$ cat src/rtl/i2c_step_pkg.sv
package i2c_step_pkg;

    typedef enum logic [1:0] {
        PH_IDLE,
        PH_COND_START,
        PH_SHIFT,
        PH_COND_STOP
    } phase_e;

    typedef struct packed {
        logic sda;
        logic scl;
    } lines_t;

    localparam int STEP_W = 5;
    localparam int BYTE_W = 8;

    localparam logic [1:0] REG_DATA = 2'd0;
    localparam logic [1:0] REG_CMD  = 2'd1;
    localparam logic [1:0] REG_BAUD = 2'd2;

    localparam int CMD_START  = 0;
    localparam int CMD_RSTART = 1;
    localparam int CMD_STOP   = 2;
    localparam int CMD_IRQCLR = 3;

    localparam logic [STEP_W-1:0] LAST_COND  = 5'd2;
    localparam logic [STEP_W-1:0] LAST_SHIFT = 5'd17;

    function automatic logic [STEP_W-1:0] last_step(input phase_e ph);
        return (ph == PH_SHIFT) ? LAST_SHIFT : LAST_COND;
    endfunction

    // Line levels for one half period of a phase
    function automatic lines_t step_levels(input phase_e ph,
                                           input logic [STEP_W-1:0] step,
                                           input logic [BYTE_W-1:0] data);
        lines_t lv;
        logic [3:0] idx;
        idx = step[4:1];
        lv  = '{sda: 1'b1, scl: 1'b1};
        case (ph)
            PH_COND_START: begin
                case (step)
                    5'd0:    lv = '{sda: 1'b1, scl: 1'b0};
                    5'd1:    lv = '{sda: 1'b1, scl: 1'b1};
                    default: lv = '{sda: 1'b0, scl: 1'b1};
                endcase
            end
            PH_SHIFT: begin
                lv.sda = (idx < 4'd8) ? data[3'd7 - idx[2:0]] : 1'b1;
                lv.scl = step[0];
            end
            PH_COND_STOP: begin
                case (step)
                    5'd0:    lv = '{sda: 1'b0, scl: 1'b0};
                    5'd1:    lv = '{sda: 1'b0, scl: 1'b1};
                    default: lv = '{sda: 1'b1, scl: 1'b1};
                endcase
            end
            default: lv = '{sda: 1'b1, scl: 1'b1};
        endcase
        return lv;
    endfunction

    // Levels left on the bus once a phase has finished
    function automatic lines_t final_levels(input phase_e ph);
        case (ph)
            PH_COND_START: return '{sda: 1'b0, scl: 1'b0};
            PH_SHIFT:      return '{sda: 1'b1, scl: 1'b0};
            default:       return '{sda: 1'b1, scl: 1'b1};
        endcase
    endfunction

endpackage

$ cat src/rtl/i2c_baud_tick.sv
module i2c_baud_tick #(
    parameter int RELOAD_W = 7
) (
    input  logic                clk,
    input  logic                rst,
    input  logic                run,
    input  logic [RELOAD_W-1:0] reload,
    output logic                tick
);
    logic [RELOAD_W-1:0] cnt_q;

    always_ff @(posedge clk) begin
        if (rst) begin
            cnt_q <= '0;
        end else if (!run || cnt_q == '0) begin
            cnt_q <= reload;
        end else begin
            cnt_q <= cnt_q - 1'b1;
        end
    end

    assign tick = run && (cnt_q == '0);
endmodule

$ cat src/rtl/i2c_phase_seq.sv
module i2c_phase_seq
    import i2c_step_pkg::*;
(
    input  logic              clk,
    input  logic              rst,
    input  logic              tick,
    input  logic              go_start,
    input  logic              go_byte,
    input  logic              go_stop,
    input  logic [BYTE_W-1:0] byte_in,
    input  logic              sda_in,
    output phase_e            phase,
    output phase_e            done_ph,
    output logic              done,
    output logic              ack_bit,
    output logic              sda_oe,
    output logic              scl_oe
);
    phase_e              phase_q;
    phase_e              done_ph_q;
    logic [STEP_W-1:0]   step_q;
    logic [BYTE_W-1:0]   shreg_q;
    lines_t              lv_q;
    logic                done_q;
    logic                ack_q;
    logic [STEP_W-1:0]   step_nx;

    assign step_nx = step_q + 1'b1;

    always_ff @(posedge clk) begin
        if (rst) begin
            phase_q   <= PH_IDLE;
            done_ph_q <= PH_IDLE;
            step_q    <= '0;
            shreg_q   <= '0;
            lv_q      <= '{sda: 1'b1, scl: 1'b1};
            done_q    <= 1'b0;
            ack_q     <= 1'b0;
        end else begin
            done_q <= 1'b0;
            if (phase_q == PH_IDLE) begin
                step_q <= '0;
                if (go_start) begin
                    phase_q <= PH_COND_START;
                    lv_q    <= step_levels(PH_COND_START, '0, shreg_q);
                end else if (go_byte) begin
                    phase_q <= PH_SHIFT;
                    shreg_q <= byte_in;
                    lv_q    <= step_levels(PH_SHIFT, '0, byte_in);
                end else if (go_stop) begin
                    phase_q <= PH_COND_STOP;
                    lv_q    <= step_levels(PH_COND_STOP, '0, shreg_q);
                end
            end else if (tick) begin
                if (step_q == last_step(phase_q)) begin
                    lv_q      <= final_levels(phase_q);
                    phase_q   <= PH_IDLE;
                    done_q    <= 1'b1;
                    done_ph_q <= phase_q;
                    if (phase_q == PH_SHIFT) begin
                        ack_q <= sda_in;
                    end
                end else begin
                    step_q <= step_nx;
                    lv_q   <= step_levels(phase_q, step_nx, shreg_q);
                end
            end
        end
    end

    assign phase   = phase_q;
    assign done_ph = done_ph_q;
    assign done    = done_q;
    assign ack_bit = ack_q;
    assign sda_oe  = !lv_q.sda;
    assign scl_oe  = !lv_q.scl;
endmodule

$ cat src/rtl/i2c_step_master.sv
module i2c_step_master
    import i2c_step_pkg::*;
#(
    parameter int RELOAD_W = 7
) (
    input  logic       clk,
    input  logic       rst,
    input  logic       wr_en,
    input  logic [1:0] wr_addr,
    input  logic [7:0] wr_data,
    output logic       irq_flag,
    output logic       ack_stat,
    output logic [2:0] cmd_pend,
    output logic       busy,
    output logic       scl_oe,
    input  logic       scl_in,
    output logic       sda_oe,
    input  logic       sda_in
);
    localparam int CMD_N = 3;

    logic [RELOAD_W-1:0] reload_q;
    logic [CMD_N-1:0]    pend_q;
    logic [CMD_N-1:0]    pend_clr;
    logic                irq_q;
    logic                tick;
    logic                seq_done;
    logic                ack_bit;
    logic                can_launch;
    logic                go_start;
    logic                go_byte;
    logic                go_stop;
    logic                clr_req;
    logic                scl_seen;
    phase_e              seq_phase;
    phase_e              done_ph;

    assign can_launch = (seq_phase == PH_IDLE) && !seq_done;
    assign go_start   = can_launch && (pend_q[CMD_START] || pend_q[CMD_RSTART]);
    assign go_stop    = can_launch && pend_q[CMD_STOP];
    assign go_byte    = can_launch && (pend_q == '0) && wr_en && (wr_addr == REG_DATA);
    assign clr_req    = wr_en && (wr_addr == REG_CMD) && wr_data[CMD_IRQCLR];
    assign scl_seen   = scl_in;

    always_comb begin
        pend_clr = '0;
        if (seq_done && done_ph == PH_COND_START) begin
            pend_clr[CMD_START]  = 1'b1;
            pend_clr[CMD_RSTART] = 1'b1;
        end
        if (seq_done && done_ph == PH_COND_STOP) begin
            pend_clr[CMD_STOP] = 1'b1;
        end
    end

    always_ff @(posedge clk) begin
        if (rst) begin
            reload_q <= '0;
            pend_q   <= '0;
            irq_q    <= 1'b0;
        end else begin
            if (wr_en && wr_addr == REG_BAUD) begin
                reload_q <= wr_data[RELOAD_W-1:0];
            end
            if (wr_en && wr_addr == REG_CMD) begin
                pend_q <= (pend_q & ~pend_clr) | wr_data[CMD_N-1:0];
            end else begin
                pend_q <= pend_q & ~pend_clr;
            end
            if (seq_done) begin
                irq_q <= 1'b1;
            end else if (clr_req) begin
                irq_q <= 1'b0;
            end
        end
    end

    i2c_baud_tick #(.RELOAD_W(RELOAD_W)) u_tick (
        .clk    (clk),
        .rst    (rst),
        .run    (seq_phase != PH_IDLE),
        .reload (reload_q),
        .tick   (tick)
    );

    i2c_phase_seq u_seq (
        .clk      (clk),
        .rst      (rst),
        .tick     (tick),
        .go_start (go_start),
        .go_byte  (go_byte),
        .go_stop  (go_stop),
        .byte_in  (wr_data),
        .sda_in   (sda_in),
        .phase    (seq_phase),
        .done_ph  (done_ph),
        .done     (seq_done),
        .ack_bit  (ack_bit),
        .sda_oe   (sda_oe),
        .scl_oe   (scl_oe)
    );

    assign irq_flag = irq_q;
    assign ack_stat = ack_bit;
    assign cmd_pend = pend_q;
    assign busy     = (seq_phase != PH_IDLE);
endmodule

$ cat config.mk
export PLATFORM = sky130hd
export DESIGN_NAME = i2c_step_master
export DESIGN_NICKNAME = d
export VERILOG_FILES = /design/src/rtl/i2c_step_pkg.sv /design/src/rtl/i2c_baud_tick.sv /design/src/rtl/i2c_phase_seq.sv /design/src/rtl/i2c_step_master.sv
export SDC_FILE = /design/constraint.sdc
export NUM_CORES = 1
export LEC_CHECK = 0
export ABC_AREA = 1
export CAP_MARGIN = 15
export CORE_ASPECT_RATIO = 1.5
export CORE_MARGIN = 2
export CORE_UTILIZATION = 49
export CTS_CLUSTER_DIAMETER = 60
export DETAILED_ROUTE_END_ITERATION = 10
export GPL_ROUTABILITY_DRIVEN = 0
export PLACE_DENSITY = 0.67
export SLEW_MARGIN = 20
export SYNTH_ARGS = -nofsm -noshare
export SYNTH_HDL_FRONTEND = slang
export SYNTH_SLANG_ARGS = --single-unit
$ cat constraint.sdc
create_clock -name clk -period 2.2 [get_ports clk]
set_input_delay 0.22 -clock clk [delete_from_list [all_inputs] [get_ports clk]]
set_output_delay 0.22 -clock clk [all_outputs]
set_load 0.005 [all_outputs]
; ---- Word level (Yosys, flattened, before mapping)
; Cells that the tools add are included.
[totals]
ff_bits = 39
input_bits = 15
out_inout_bits = 8
word_cells = 96
[op_classes]
add_sub_neg = 3
order_cmp = 2
n_eq_ne = 10
n_mux = 27
bitwise = 7
n_reduce_logical = 35
[ops]
columns = cell, n
row1 = $mux 2, 13
row2 = $logic_and 1x1->1, 12
row3 = $pmux 2 s2, 3
row4 = $reduce_and 3->1, 3
row5 = $eq 2x2->1 const B, 4
row6 = $reduce_bool 2->1, 4
row7 = $logic_not 7->1, 1
row8 = $mux 7, 1
row9 = $sub 7x1->7 const B, 1
row10 = $eq 2x1->1 const B, 3
row11 = $mux 1, 6
row12 = $pmux 2 s3, 1
row13 = $add 5x1->5 const B, 1
row14 = $eq 5x1->1 const B, 1
row15 = $eq 5x5->1, 1
row16 = $logic_not 5->1, 1
row17 = $mux 5, 1
row18 = $logic_not 1->1, 4
row19 = $logic_not 2->1, 2
row20 = $lt 3x4->1 const B, 1
row21 = $lt 4x4->1 const B, 1
row22 = $ne 4x4->1 const B, 1
row23 = $not 1->1, 4
row24 = $reduce_and 2->1, 2
row25 = 11 further kinds, 12

; ---- Longest topological paths before layout
[depth]
depth_word = 9
mapped_depth = 14
depth_no_buf = 14

; ---- Modules after synthesis
; From an unflattened synthesis, not the netlist that was laid out.
[unflattened]
hier_cells = 323
hier_area_um2 = 2218.4
[by_module_without_submodules]
columns = module, instances, cells_each, area_per_inst_um2, seq_area_each_um2
row1 = i2c_phase_seq, 1, 186, 1251.2, 420.4
row2 = i2c_baud_tick, 1, 73, 484.2, 140.1
row3 = i2c_step_master, 1, 64, 483.0, 220.2

; ---- Least setup slack after synthesis
; Ideal clock, no wire load.
[synth_timing]
path_kind = register -> register
from = reg u_seq.phase_q[0] (netlist: u_seq.phase[0])
to = reg u_seq.step_q[0]
setup_ps = 127
arrival_time_ps = 1622
t_required_ps = 2073
path_slack_ps = 452
path_stages_with_launch = 11
n_path_buf = 0
period_less_slack_ps = 1748
path_cell_list = dfxtp_1 -> inv_1 -> ha_1 -> ha_1 -> nand3_1 -> a21oi_2 -> inv_2 -> nand2_2 -> nor2_4 -> o21ai_1 -> a21oi_1
[synth_via]
elab_chain_len = 5
elab_cells_between_ends = 9
classes_between = eq/ne: 2 / mux: 1 / bitwise: 1 / reduce/logical: 5
[synth_rtl]
columns = element, line
row1 = from (decl), i2c_phase_seq.sv:19  ; phase_e phase_q;
row2 = from (signal assigned), i2c_phase_seq.sv:32  ; phase_q <= PH_IDLE;
row3 = from (signal assigned), i2c_phase_seq.sv:44  ; phase_q <= PH_COND_START;
row4 = from (signal assigned), i2c_phase_seq.sv:47  ; phase_q <= PH_SHIFT;
row5 = $eq 2x2->1, i2c_step_pkg.sv:31  ; return (ph == PH_SHIFT) ? LAST_SHIFT : LAST_COND;
row6 = $mux 5, i2c_step_pkg.sv:31
row7 = $eq 5x5->1, i2c_phase_seq.sv:55  ; if (step_q == last_step(phase_q)) begin
row8 = $not 1->1 (no source line), -
row9 = $reduce_and 2->1 (no source line), -
row10 = to (signal assigned), i2c_phase_seq.sv:64  ; step_q <= step_nx;
row11 = to (decl), i2c_phase_seq.sv:21  ; logic [STEP_W-1:0] step_q;
; Parallel ways exist; a longest one is shown, timed or not.
; A chain may end at the register's enable or synchronous reset.

; ---- Worst setup path in the final report
[layout_timing]
from = reg u_seq.phase_q[0] (netlist: u_seq.phase[0])
to = out busy
[layout_via]
elab_chain_len = 1
[layout_rtl]
columns = element, line
row1 = $reduce_bool 2->1, i2c_step_master.sv:106  ; assign busy = (seq_phase != PH_IDLE);
row2 = to (decl), i2c_step_master.sv:14  ; output logic busy,
; No other way between the ends.

==> results.json <==
{
  "run_status": "completed",
  "start_util_pct": 51.42,
  "ctsHoldBuffers": 0,
  "numCtsBuffers": 5,
  "min_period_over_period_pct": 93.05,
  "track_usage_pct": 20.77,
  "core_um2": 3959,
  "clk_pin_slew_ps": 80,
  "syn_area_um2": 2036,
  "clock-root-buffer": "clkbuf_8",
  "setup_tns_ps": 0,
  "clk_latency_ps": 290,
  "finish.utilization_pct": 60.75,
  "leakage_nw": 1.042,
  "rows": 28,
  "dieArea_um2": 4696,
  "io_pins": 23,
  "ys.warnings.count": 0,
  "relSlewSlack_pct": 62.95,
  "postSynthCellCount": 284,
  "drt_iter0_drc": 54,
  "grt_overflow": 0,
  "hold_violations": 0,
  "layout.nets": 336,
  "grt_pass1_wl_um": 7741,
  "grt_pass1_vias": 1790,
  "drive_gt1_share_pct": 11.25,
  "cts_resized": 0,
  "ys_seq_elements": 39,
  "via_count": 1847,
  "fin_crit_ps": 2047,
  "grt_setup_unrepaired": "false",
  "antenna_cells": 0,
  "drt.antenna.violating_nets": 0,
  "seq_area_frac_synth_pct": 38.35,
  "area_delta_synth_final_pct": 18.13,
  "clk_path_buf_depth": 2,
  "cp-start-kind": "flop",
  "die-width_um": 56.63,
  "hp-class": "flop to flop",
  "synth_ff_type": "dfxtp_1",
  "ys_types": 31,
  "worstPathRequired_ps": 1980,
  "drcViolationCount": 0,
  "crit_path_max_fanout": 7,
  "avgSynthCellArea_um2": 7.168,
  "worst_clock_skew_ps": 7.272,
  "arrival_ps": 1830,
  "postCtsSetupRepairBufs": 0,
  "wl_per_cell_um": 12.41,
  "hold-worst-slack_ps": 444.4,
  "cap_violations": 0,
  "via_per_inst": 5.188,
  "end_kind": "primary output",
  "finalSetupViolCount": 0,
  "die_y_um": 82.94,
  "dr.pass1.iters": 4,
  "hpwl_um": 3420,
  "peakVddDrop_uv": 932.3,
  "slew_violations": 0,
  "synth_edf_count": 0,
  "clock_sinks": 39,
  "cts_tree": "done",
  "worst_pin_slew_ps": 555.2,
  "cts_max_level": 2,
  "async_flop_share_pct": 0,
  "crit_type": "flop to primary output",
  "powerDensity_nw_per_um2": 1205,
  "antenna_found_initial": 0,
  "wl_um": 4418,
  "port_buffers": 21,
  "grt_max_degree": 23,
  "fmax_ghz": 0.4885,
  "syn_nets": 310
}
## routing by layer
metal	vias to the layer above	share of wire [%]	GRT usage (%)
li1	974	-	-
met1	834	41	22.28
met3	9	3.1	4.050
met2	30	54	38.48
met4	0	2.3	8.225
met5	-	0	0
## report_power, final
group          leakage [nW]  switching [mW]  internal (mW)  total, mW
combinational         0.672           0.872          0.541       1.41
clock                0.0515           0.236          0.286      0.522
sequential            0.318           0.121          0.843      0.964
## cell families (layout without fill, tap and decap cells)
logic type,count (synthesis),in the layout,share of synthesized area [%]
AND/OR/NAND/NOR,114,114,27.04
AO/OA/AOI/OAI,68,68,17.52
flip-flops,39,39,38.35
buffers and inverters,50,77,9.465
adder cells (fa/ha/maj),11,11,6.761
XOR/XNOR,2,2,0.8606
## cell usage after synthesis (2+ instances only)
cell,count,share of area [%]
a21oi_1,33,8.1
inv_1,37,6.8
nand4_1,3,0.92
o21ai_1,7,1.7
a21oi_2,2,0.86
nand2_2,4,1.2
xor2_1,2,0.86
clkbuf_1,4,0.74
nor2_1,26,4.8
nor3_1,5,1.2
inv_2,7,1.3
nor2_2,2,0.61
ha_1,11,6.8
nand3_2,3,1.5
nand2_1,50,9.2
o21ai_0,23,5.7
dfxtp_1,39,38
nand3_1,13,3.2
## state kept, by name, indices dropped and copies added (netlist names)
| register | flops |
|---|---|
| u_seq.shreg_q | 8 |
| reload_q | 7 |
| u_tick.cnt_q | 7 |
| u_seq.step_q | 5 |
| cmd_pend | 3 |
| u_seq.done_ph | 2 |
| u_seq.lv_q | 2 |
| u_seq.phase | 2 |
| irq_flag | 1 |
| u_seq.ack_bit | 1 |
| u_seq.done | 1 |
## path summary, 6_finish.rpt
kind / start / depth (start not counted) / slack (ps) / endpoint
min: reload_q[5] / 2 / 440 / reload_q[5]
min reg2reg: reload_q[5] / 2 / 440 / reload_q[5]
max: u_seq.phase[0] / 4 / 150 / busy
max reg2reg: u_seq.phase[0] / 10 / 240 / u_seq.step_q[0]
## worst max-delay path, stage by stage (launching register included)
cell and delay (ps):
dfxtp_1 430, inv_1 90, ha_1 300, inv_2 180, clkdlybuf4s50_1 530
## metrics by stage
stage / total power, mW / cell area (um2) / setup slack [ps] / std cells
after floorplan: 2.034 / 2036 / 451.8 / 284
after global placement: 2.363 / 2305 / 303.0 / 348
after global routing: 3.170 / 2405 / 50.36 / 356
after CTS: 2.935 / 2405 / 144.4 / 356
after detailed placement: 2.393 / 2305 / 236.1 / 348
final: 2.899 / 2405 / 152.9 / 356
## final cells by class
class / count / area, um2
Tap cell: 45 / 56.30
Multi-Input combinational cell: 195 / 1062
Inverter: 44 / 165.2
Timing Repair Buffer: 25 / 240.2
Clock buffer: 8 / 100.1
Fill cell: 401 / 1554
Sequential cell: 39 / 780.7
## cell usage in the layout (no fill, tap or decap), types with 2 or more instances in the layout
cell,instances
clkbuf_8,7
nand4_1,3
ha_1,11
inv_2,7
nand3_2,3
a21oi_1,33
nand3_1,13
o21ai_0,23
nor2_2,2
clkdlybuf4s50_1,21
nor3_1,5
nor2_1,26
a21oi_2,2
buf_4,4
o21ai_1,7
inv_1,37
xor2_1,2
nand2_2,4
dfxtp_1,39
nand2_1,50
Note: power is estimated with default switching activity, not from simulation.
